===== config.mk =====
export PLATFORM = sky130hd
export DESIGN_NAME = fa_lru_tracker
export DESIGN_NICKNAME = d
export VERILOG_FILES = /design/src/rtl/fa_lru_pkg.sv /design/src/rtl/fa_tag_match.sv /design/src/rtl/fa_victim_select.sv /design/src/rtl/fa_lru_list.sv /design/src/rtl/fa_lru_tracker.sv
export SDC_FILE = /design/constraint.sdc
export NUM_CORES = 1
export LEC_CHECK = 0
export BUFFER_PORTS_ARGS = -buffer_cell sky130_fd_sc_hd__clkbuf_2
export CAP_MARGIN = 40
export CORE_MARGIN = 3
export CORE_UTILIZATION = 57
export CTS_CLUSTER_SIZE = 10
export DETAILED_ROUTE_END_ITERATION = 10
export GPL_ROUTABILITY_DRIVEN = 1
export PLACE_DENSITY = 0.79
export SETUP_SLACK_MARGIN = 0.05
export SYNTH_ARGS = -nofsm -noshare
export SYNTH_HDL_FRONTEND = slang
export SYNTH_SLANG_ARGS = --single-unit

===== constraint.sdc =====
create_clock -name clk_i -period 6.15 [get_ports clk_i]
set_clock_uncertainty 0.15 [all_clocks]
set_input_delay 0.3075 -clock clk_i [delete_from_list [all_inputs] [get_ports clk_i]]
set_output_delay 0.3075 -clock clk_i [all_outputs]
set_load 0.01 [all_outputs]

===== src/rtl/fa_lru_pkg.sv =====
package fa_lru_pkg;
  typedef enum logic [1:0] {
    ACC_IDLE = 2'd0,
    ACC_HIT  = 2'd1,
    ACC_MISS = 2'd2
  } acc_kind_e;
endpackage


===== src/rtl/fa_tag_match.sv =====
module fa_tag_match #(
  parameter int NUM_ENTRIES = 4,
  parameter int TAG_W       = 13,
  localparam int IDX_W      = (NUM_ENTRIES > 1) ? $clog2(NUM_ENTRIES) : 1
) (
  input  logic [NUM_ENTRIES-1:0]            valid_i,
  input  logic [NUM_ENTRIES-1:0][TAG_W-1:0] tags_i,
  input  logic [TAG_W-1:0]                  tag_i,
  output logic [NUM_ENTRIES-1:0]            match_o,
  output logic                              hit_o,
  output logic [IDX_W-1:0]                  hit_idx_o
);
  for (genvar g = 0; g < NUM_ENTRIES; g++) begin : g_cmp
    assign match_o[g] = valid_i[g] && (tags_i[g] == tag_i);
  end

  assign hit_o = |match_o;

  // one-hot encode: OR of set positions
  always_comb begin
    hit_idx_o = '0;
    for (int i = 0; i < NUM_ENTRIES; i++) begin
      if (match_o[i]) hit_idx_o = hit_idx_o | IDX_W'(i);
    end
  end
endmodule


===== src/rtl/fa_victim_select.sv =====
module fa_victim_select #(
  parameter int NUM_ENTRIES = 4,
  localparam int IDX_W      = (NUM_ENTRIES > 1) ? $clog2(NUM_ENTRIES) : 1
) (
  input  logic [NUM_ENTRIES-1:0] valid_i,
  input  logic [IDX_W-1:0]       lru_idx_i,
  output logic [IDX_W-1:0]       victim_idx_o
);
  logic             free_found;
  logic [IDX_W-1:0] free_idx;

  // lowest-numbered free entry wins: scan downward so the last write is lowest
  always_comb begin
    free_found = 1'b0;
    free_idx   = '0;
    for (int i = NUM_ENTRIES - 1; i >= 0; i--) begin
      if (!valid_i[i]) begin
        free_found = 1'b1;
        free_idx   = IDX_W'(i);
      end
    end
  end

  assign victim_idx_o = free_found ? free_idx : lru_idx_i;
endmodule


===== src/rtl/fa_lru_list.sv =====
module fa_lru_list #(
  parameter int NUM_ENTRIES = 4,
  localparam int IDX_W      = (NUM_ENTRIES > 1) ? $clog2(NUM_ENTRIES) : 1
) (
  input  logic             clk_i,
  input  logic             rst_ni,
  input  logic             touch_i,
  input  logic [IDX_W-1:0] touch_idx_i,
  output logic [IDX_W-1:0] lru_idx_o
);
  // order_q[0] is most recent, order_q[NUM_ENTRIES-1] least recent
  logic [NUM_ENTRIES-1:0][IDX_W-1:0] order_q, order_d;
  logic [NUM_ENTRIES:0]              seen_before;

  assign seen_before[0] = 1'b0;
  assign order_d[0]     = touch_idx_i;

  for (genvar k = 1; k <= NUM_ENTRIES; k++) begin : g_seen
    assign seen_before[k] = seen_before[k-1] || (order_q[k-1] == touch_idx_i);
  end

  // slots up to the touched position shift back; later slots stay
  for (genvar k = 1; k < NUM_ENTRIES; k++) begin : g_shift
    assign order_d[k] = seen_before[k] ? order_q[k] : order_q[k-1];
  end

  always_ff @(posedge clk_i or negedge rst_ni) begin
    if (!rst_ni) begin
      for (int k = 0; k < NUM_ENTRIES; k++) order_q[k] <= IDX_W'(k);
    end else if (touch_i) begin
      order_q <= order_d;
    end
  end

  assign lru_idx_o = order_q[NUM_ENTRIES-1];

  logic [NUM_ENTRIES-1:0] present;
  always_comb begin
    present = '0;
    for (int k = 0; k < NUM_ENTRIES; k++) present[order_q[k]] = 1'b1;
  end

  // recency list stays a permutation, so the tail names a real entry
  assert_order_perm_R5: assert property (@(posedge clk_i) disable iff (!rst_ni)
    &present);

  // the touched entry is at the head after the edge
  assert_touch_front_R5: assert property (@(posedge clk_i) disable iff (!rst_ni)
    touch_i |=> order_q[0] == $past(touch_idx_i));
endmodule


===== src/rtl/fa_lru_tracker.sv =====
module fa_lru_tracker
  import fa_lru_pkg::*;
#(
  parameter int ADDR_W      = 16,
  parameter int NUM_ENTRIES = 4,
  parameter int BLOCK_BYTES = 8,
  parameter int CNT_W       = 16,
  localparam int OFF_W      = $clog2(BLOCK_BYTES),
  localparam int TAG_W      = ADDR_W - OFF_W,
  localparam int IDX_W      = (NUM_ENTRIES > 1) ? $clog2(NUM_ENTRIES) : 1
) (
  input  logic              clk_i,
  input  logic              rst_ni,
  input  logic              access_valid_i,
  input  logic [ADDR_W-1:0] access_addr_i,
  output logic              hit_o,
  output logic              miss_o,
  output logic [CNT_W-1:0]  hit_count_o,
  output logic [CNT_W-1:0]  miss_count_o,
  input  logic [IDX_W-1:0]  dump_idx_i,
  output logic              dump_valid_o,
  output logic [ADDR_W-1:0] dump_addr_o
);
  logic [NUM_ENTRIES-1:0]             valid_q;
  logic [NUM_ENTRIES-1:0][TAG_W-1:0]  tag_q;
  logic [NUM_ENTRIES-1:0][ADDR_W-1:0] addr_q;
  logic [CNT_W-1:0]                   hit_cnt_q, miss_cnt_q;
  acc_kind_e                          result_q;

  logic [TAG_W-1:0]       acc_tag;
  logic [NUM_ENTRIES-1:0] match_vec;
  logic                   lookup_hit;
  logic [IDX_W-1:0]       hit_idx, lru_idx, victim_idx, touch_idx;

  assign acc_tag = access_addr_i[ADDR_W-1:OFF_W];

  fa_tag_match #(.NUM_ENTRIES(NUM_ENTRIES), .TAG_W(TAG_W)) i_match (
    .valid_i   (valid_q),
    .tags_i    (tag_q),
    .tag_i     (acc_tag),
    .match_o   (match_vec),
    .hit_o     (lookup_hit),
    .hit_idx_o (hit_idx)
  );

  fa_victim_select #(.NUM_ENTRIES(NUM_ENTRIES)) i_victim (
    .valid_i      (valid_q),
    .lru_idx_i    (lru_idx),
    .victim_idx_o (victim_idx)
  );

  assign touch_idx = lookup_hit ? hit_idx : victim_idx;

  fa_lru_list #(.NUM_ENTRIES(NUM_ENTRIES)) i_lru (
    .clk_i       (clk_i),
    .rst_ni      (rst_ni),
    .touch_i     (access_valid_i),
    .touch_idx_i (touch_idx),
    .lru_idx_o   (lru_idx)
  );

  always_ff @(posedge clk_i or negedge rst_ni) begin
    if (!rst_ni) begin
      valid_q    <= '0;
      tag_q      <= '0;
      addr_q     <= '0;
      hit_cnt_q  <= '0;
      miss_cnt_q <= '0;
      result_q   <= ACC_IDLE;
    end else if (access_valid_i) begin
      valid_q[touch_idx] <= 1'b1;
      tag_q[touch_idx]   <= acc_tag;
      addr_q[touch_idx]  <= access_addr_i;
      if (lookup_hit) begin
        hit_cnt_q <= hit_cnt_q + 1'b1;
        result_q  <= ACC_HIT;
      end else begin
        miss_cnt_q <= miss_cnt_q + 1'b1;
        result_q   <= ACC_MISS;
      end
    end else begin
      result_q <= ACC_IDLE;
    end
  end

  assign hit_o        = (result_q == ACC_HIT);
  assign miss_o       = (result_q == ACC_MISS);
  assign hit_count_o  = hit_cnt_q;
  assign miss_count_o = miss_cnt_q;
  assign dump_valid_o = valid_q[dump_idx_i];
  assign dump_addr_o  = addr_q[dump_idx_i];

  assert_single_match_R10: assert property (@(posedge clk_i) disable iff (!rst_ni)
    $onehot0(match_vec));

  assert_pulse_excl_R2: assert property (@(posedge clk_i) disable iff (!rst_ni)
    !(hit_o && miss_o));

  assert_idle_quiet_R9: assert property (@(posedge clk_i) disable iff (!rst_ni)
    !access_valid_i |=> !hit_o && !miss_o);

  assert_hit_count_R8: assert property (@(posedge clk_i) disable iff (!rst_ni)
    hit_o |-> hit_count_o == $past(hit_count_o) + 1'b1);

  assert_miss_count_R8: assert property (@(posedge clk_i) disable iff (!rst_ni)
    !miss_o |-> $stable(miss_count_o));

  // a missed tag occupies exactly the entry it was written to
  assert_miss_fill_R3: assert property (@(posedge clk_i) disable iff (!rst_ni)
    access_valid_i && !lookup_hit |=> valid_q[$past(touch_idx)]);
endmodule


==> tab_implementation.tex <==
\begin{tabular}{lr}
\hline
Metric & Value \\
\hline
\multicolumn{2}{l}{\textbf{Status}} \\
Outcome & finished, final reports clean \\
\multicolumn{2}{l}{\textbf{Synthesis}} \\
Predominant post-synthesis flop cell & dfrtp\_1 \\
Fraction of the yosys area taken by sequential cells & 48.32\% \\
Most area-consuming cells after synthesis & dfrtp\_1 46\%, mux2\_2 12\%, xnor2\_1 12\% \\
Cell taking the most area after synthesis & dfrtp\_1 \\
Number of distinct standard cells referenced by the synthesized netlist & 46 \\
Async set-reset flop share out of synthesis & 100.0\% \\
Net count of the mapped netlist & 469 \\
Flops \& latches, synth & 110 \\
Share of Yosys cell area claimed by the top area cell type & 46.48\% \\
Number of enable-type register cells in the synthesized netlist & 0 \\
Warnings from Yosys & 0 \\
Number of cells produced by synthesis & 446 \\
Post-synthesis average cell area & 12.80 um2 \\
Cell area after technology mapping & 0.005707 mm2 \\
\multicolumn{2}{l}{\textbf{Floorplan}} \\
Core Region & 0.009503 mm2 \\
Number of placement rows & 35 \\
Initial core utilization & 60.05\% \\
\# IOs & 72 \\
Die Outline Area & 0.01125 mm2 \\
Chip height & 106.1 um \\
Die width & 106.1 um \\
\multicolumn{2}{l}{\textbf{Final layout}} \\
Finished Cell Area & 0.006352 mm2 \\
Number of nets in the final layout & 534 \\
Layout overhead on the synthesized area & 11.31\% \\
Fin cells & 645 \\
Ratio of cells with drive above 1 in the final layout & 37.60\% \\
Final core occ & 66.85\% \\
Number of fillers in the final layout & 718 \\
Register Area & 0.002758 mm2 \\
Area used by multi-input combinational logic & 0.002758 mm2 \\
Antenna fix cells & 0 \\
\multicolumn{2}{l}{\textbf{Critical path}} \\
R2R Path Start & tag\_q[2]\$\_DFFE\_PN0P\_ \\
Count of cell instances traversed by the critical path & 7 \\
Slowest cell on crit path & or4\_1 \\
Crit path largest cell delay & 610 ps \\
Category of the worst setup path capture point & register \\
Crit-path leading delay family & simple AND/OR/NAND/NOR gates \\
Crit path buffers/inverters & 1 \\
Startpoint class of the critical path & register \\
Required arrival time at the worst endpoint & 6250 ps \\
WS Path Type & register to register \\
Largest fanout on the critical path & 9 \\
Worst EP arrival & 3100 ps \\
Cell breakdown of the critical path & xnor2\_1 > nand4\_1 > or4\_1 > and3\_1 > o21ai\_2 > buf\_6 > mux2\_2 \\
Worst setup path startpoint & tag\_q[2]\$\_DFFE\_PN0P\_ \\
Number of cells on the worst reg-to-reg path & 7 \\
\multicolumn{2}{l}{\textbf{Place}} \\
Setup WS pre-CTS & 2988 ps \\
Detailed placer's ending HPWL & 8572 um \\
Number of cells after detailed placement & 628 \\
Number of I/O port buffers & 71 \\
Placed cell area & 0.006137 mm2 \\
Gp weighted congestion & 0.8691 \\
\multicolumn{2}{l}{\textbf{GRT}} \\
GRT Overall Usage & 22.54\% \\
Via count of the first global-routing pass & 3893 \\
Gr ovfl total & 0 \\
Global-route wire length before repair & 20020 um \\
Largest net degree at the start of global routing & 62 \\
Initial antenna violation count & 0 \\
\multicolumn{2}{l}{\textbf{Pwr}} \\
Fraction of power spent switching nets & 35.30\% \\
Total power & 2.813 mW \\
Design internal power & 1.820 mW \\
Power per cell area & 442.8 mW/mm2 \\
Peak supply drop & 0.2264 mV \\
Leakage power figure & 2.764 nW \\
Part of the total power dissipated in the clock network & 16.1\% \\
Relative contribution of sequential cells to total power & 43.8\% \\
Net switching component of the power & 0.9931 mW \\
Logic pwr share & 40.0\% \\
\multicolumn{2}{l}{\textbf{CTS}} \\
Post-CTS setup repair buffer count & 0 \\
Clock transition time at the flip-flop clock pins of the worst setup and hold paths & 100 ps \\
Master cell of the clock root buffer & clkbuf\_8 \\
Clock tree from TritonCTS & done \\
H-tree depth reported by CTS & 3 \\
Insertion delay to the later sink of the worst-skew pair & 370 ps \\
TritonCTS Buffers & 9 \\
Clock sink count & 110 \\
Buffer depth of the longest clock path & 2 \\
\multicolumn{2}{l}{\textbf{Worst hold path}} \\
Worst Hold Depth & 2 \\
Hold Crit Start & access\_addr\_i[2] \\
Tightest Hold Check Type & primary input to register \\
\multicolumn{2}{l}{\textbf{Drt}} \\
Vias per Instance & 5.738 \\
Vias & 3701 \\
1st-iter DRT viols & 179 \\
Wire length reported by the detailed router & 11670 um \\
Wire per inst & 18.09 um \\
Post-route DRC & 0 \\
Post-detailed-route count of antenna-violating nets & 0 \\
Number of iterations in the first detailed-routing pass & 5 \\
\multicolumn{2}{l}{\textbf{Timing}} \\
Final setup violation count & 0 \\
Final Hold Viols & 0 \\
RSZ-0062 raised after global routing & false \\
Final worst slack & 3148 ps \\
Final period utilization & 48.81\% \\
Max\_slew headroom & 40.56\% \\
Final count of pins violating max slew & 0 \\
Least-Margin Pin Slew & 883.4 ps \\
Fmax & 333.2 MHz \\
Tmin final & 3002 ps \\
Worst Hold Slack & 67.41 ps \\
Summed negative setup slack over all endpoints & 0 ps \\
\multicolumn{2}{l}{\textbf{Flow run}} \\
Max Cap Violations & 0 \\
\hline
\end{tabular}
-- worst reg2reg max path: stages, from the launching register on --
cell,delay [ps]
dfrtp_1,410
xnor2_1,240
nand4_1,200
or4_1,610
and3_1,260
o21ai_2,450
buf_6,240
mux2_2,350
-- Yosys cell counts (3+ instances only) --
cell type    n
buf_2        9
and3_1       4
xor2_1       8
nor4_1       4
nor2b_1      4
dfrtp_1    106
nor3_1       5
nand2b_1     3
nand4_1     18
inv_1       11
nand3_1     13
nor2_1      12
and2_1       5
o21ai_0      5
xnor2_1     77
buf_6        7
dfstp_2      4
mux2_4       3
a21oi_1      3
nand2_1     28
mux2_2      61
clkbuf_1     4
mux4_2      17
-- state kept, by name, indices dropped and copies added (netlist names) --
| signal | flops |
|---|---|
| miss_count_o | 16 |
| result_q | 2 |
| i_lru.lru_idx_o | 2 |
| i_lru.order_q | 6 |
| hit_count_o | 16 |
| valid_q | 4 |
| addr_q | 12 |
| tag_q | 52 |
-- worst paths after layout --
path / end / slack [ps]
max: addr_q[32]$_DFFE_PN0P_ / 3150
min: addr_q[18]$_DFFE_PN0P_ / 70
max reg2reg: addr_q[32]$_DFFE_PN0P_ / 3150
min reg2reg: miss_count_o[15]$_DFFE_PN0P_ / 330
max in group asynchronous: hit_count_o[0]$_DFFE_PN0P_ / 4590
min in group asynchronous: i_lru.order_q[1]$_DFFE_PN0P_ / 270
-- cell type report --
class	instances	share of cell area (%)
multi-input combinational	303	43.41
sequential	110	43.41
inverter	11	0.6500
timing repair buffer	76	6.756
clock inverter	6	1.064
clock buffer	10	2.167
tap	129	2.541
-- routing by layer --
layer	up-vias	GRT usage, %	wire length [um]
met2	83	36.20	5769
met5	-	0	0
met3	27	4.918	484
met4	0	8.233	312
met1	1880	30.36	5106
li1	1711	-	-
-- placed cells by master (no fill, tap or decap), types with 3 or more instances in the layout --
cell type and instances:
dfrtp_1 106, xnor2_1 77, clkbuf_2 70, mux2_2 61, nand2_1 28, nand4_1 18, mux4_2 17, nand3_1 13
nor2_1 12, inv_1 11, clkbuf_8 10, xor2_1 8, nor3_1 5, and2_1 5, o21ai_0 5, nor4_1 4
nor2b_1 4, and3_1 4, dfstp_2 4, a21oi_1 3, nand2b_1 3, mux2_4 3
-- cell families after synthesis --
| kind of cell | after synthesis | share of synthesized area [%] |
|---|---|---|
| mux | 83 | 19.93 |
| compound gates | 21 | 3.420 |
| fa+ha+maj | 2 | 0.4384 |
| flops | 110 | 48.32 |
| simple gates | 111 | 11.20 |
| buf+inv | 33 | 3.354 |
| xor+xnor | 86 | 13.33 |
-- power by group through the flow --
stage	sequential, mW	combinational (mW)	clock (mW)
after global placement	1.22	1.09	0
after global routing	1.27	1.24	0.494
after detailed placement	1.25	1.13	0
final	1.23	1.13	0.454
after floorplan	1.19	0.873	0
after CTS	1.23	1.14	0.460
-- what timing repair did --
action / in CTS / in global routing
hold endpoints to repair: 28 / 0
gates resized for setup: 0 / 0
hold buffers: 1 / 0
No activity file was read; power rests on OpenSTA's default activity.
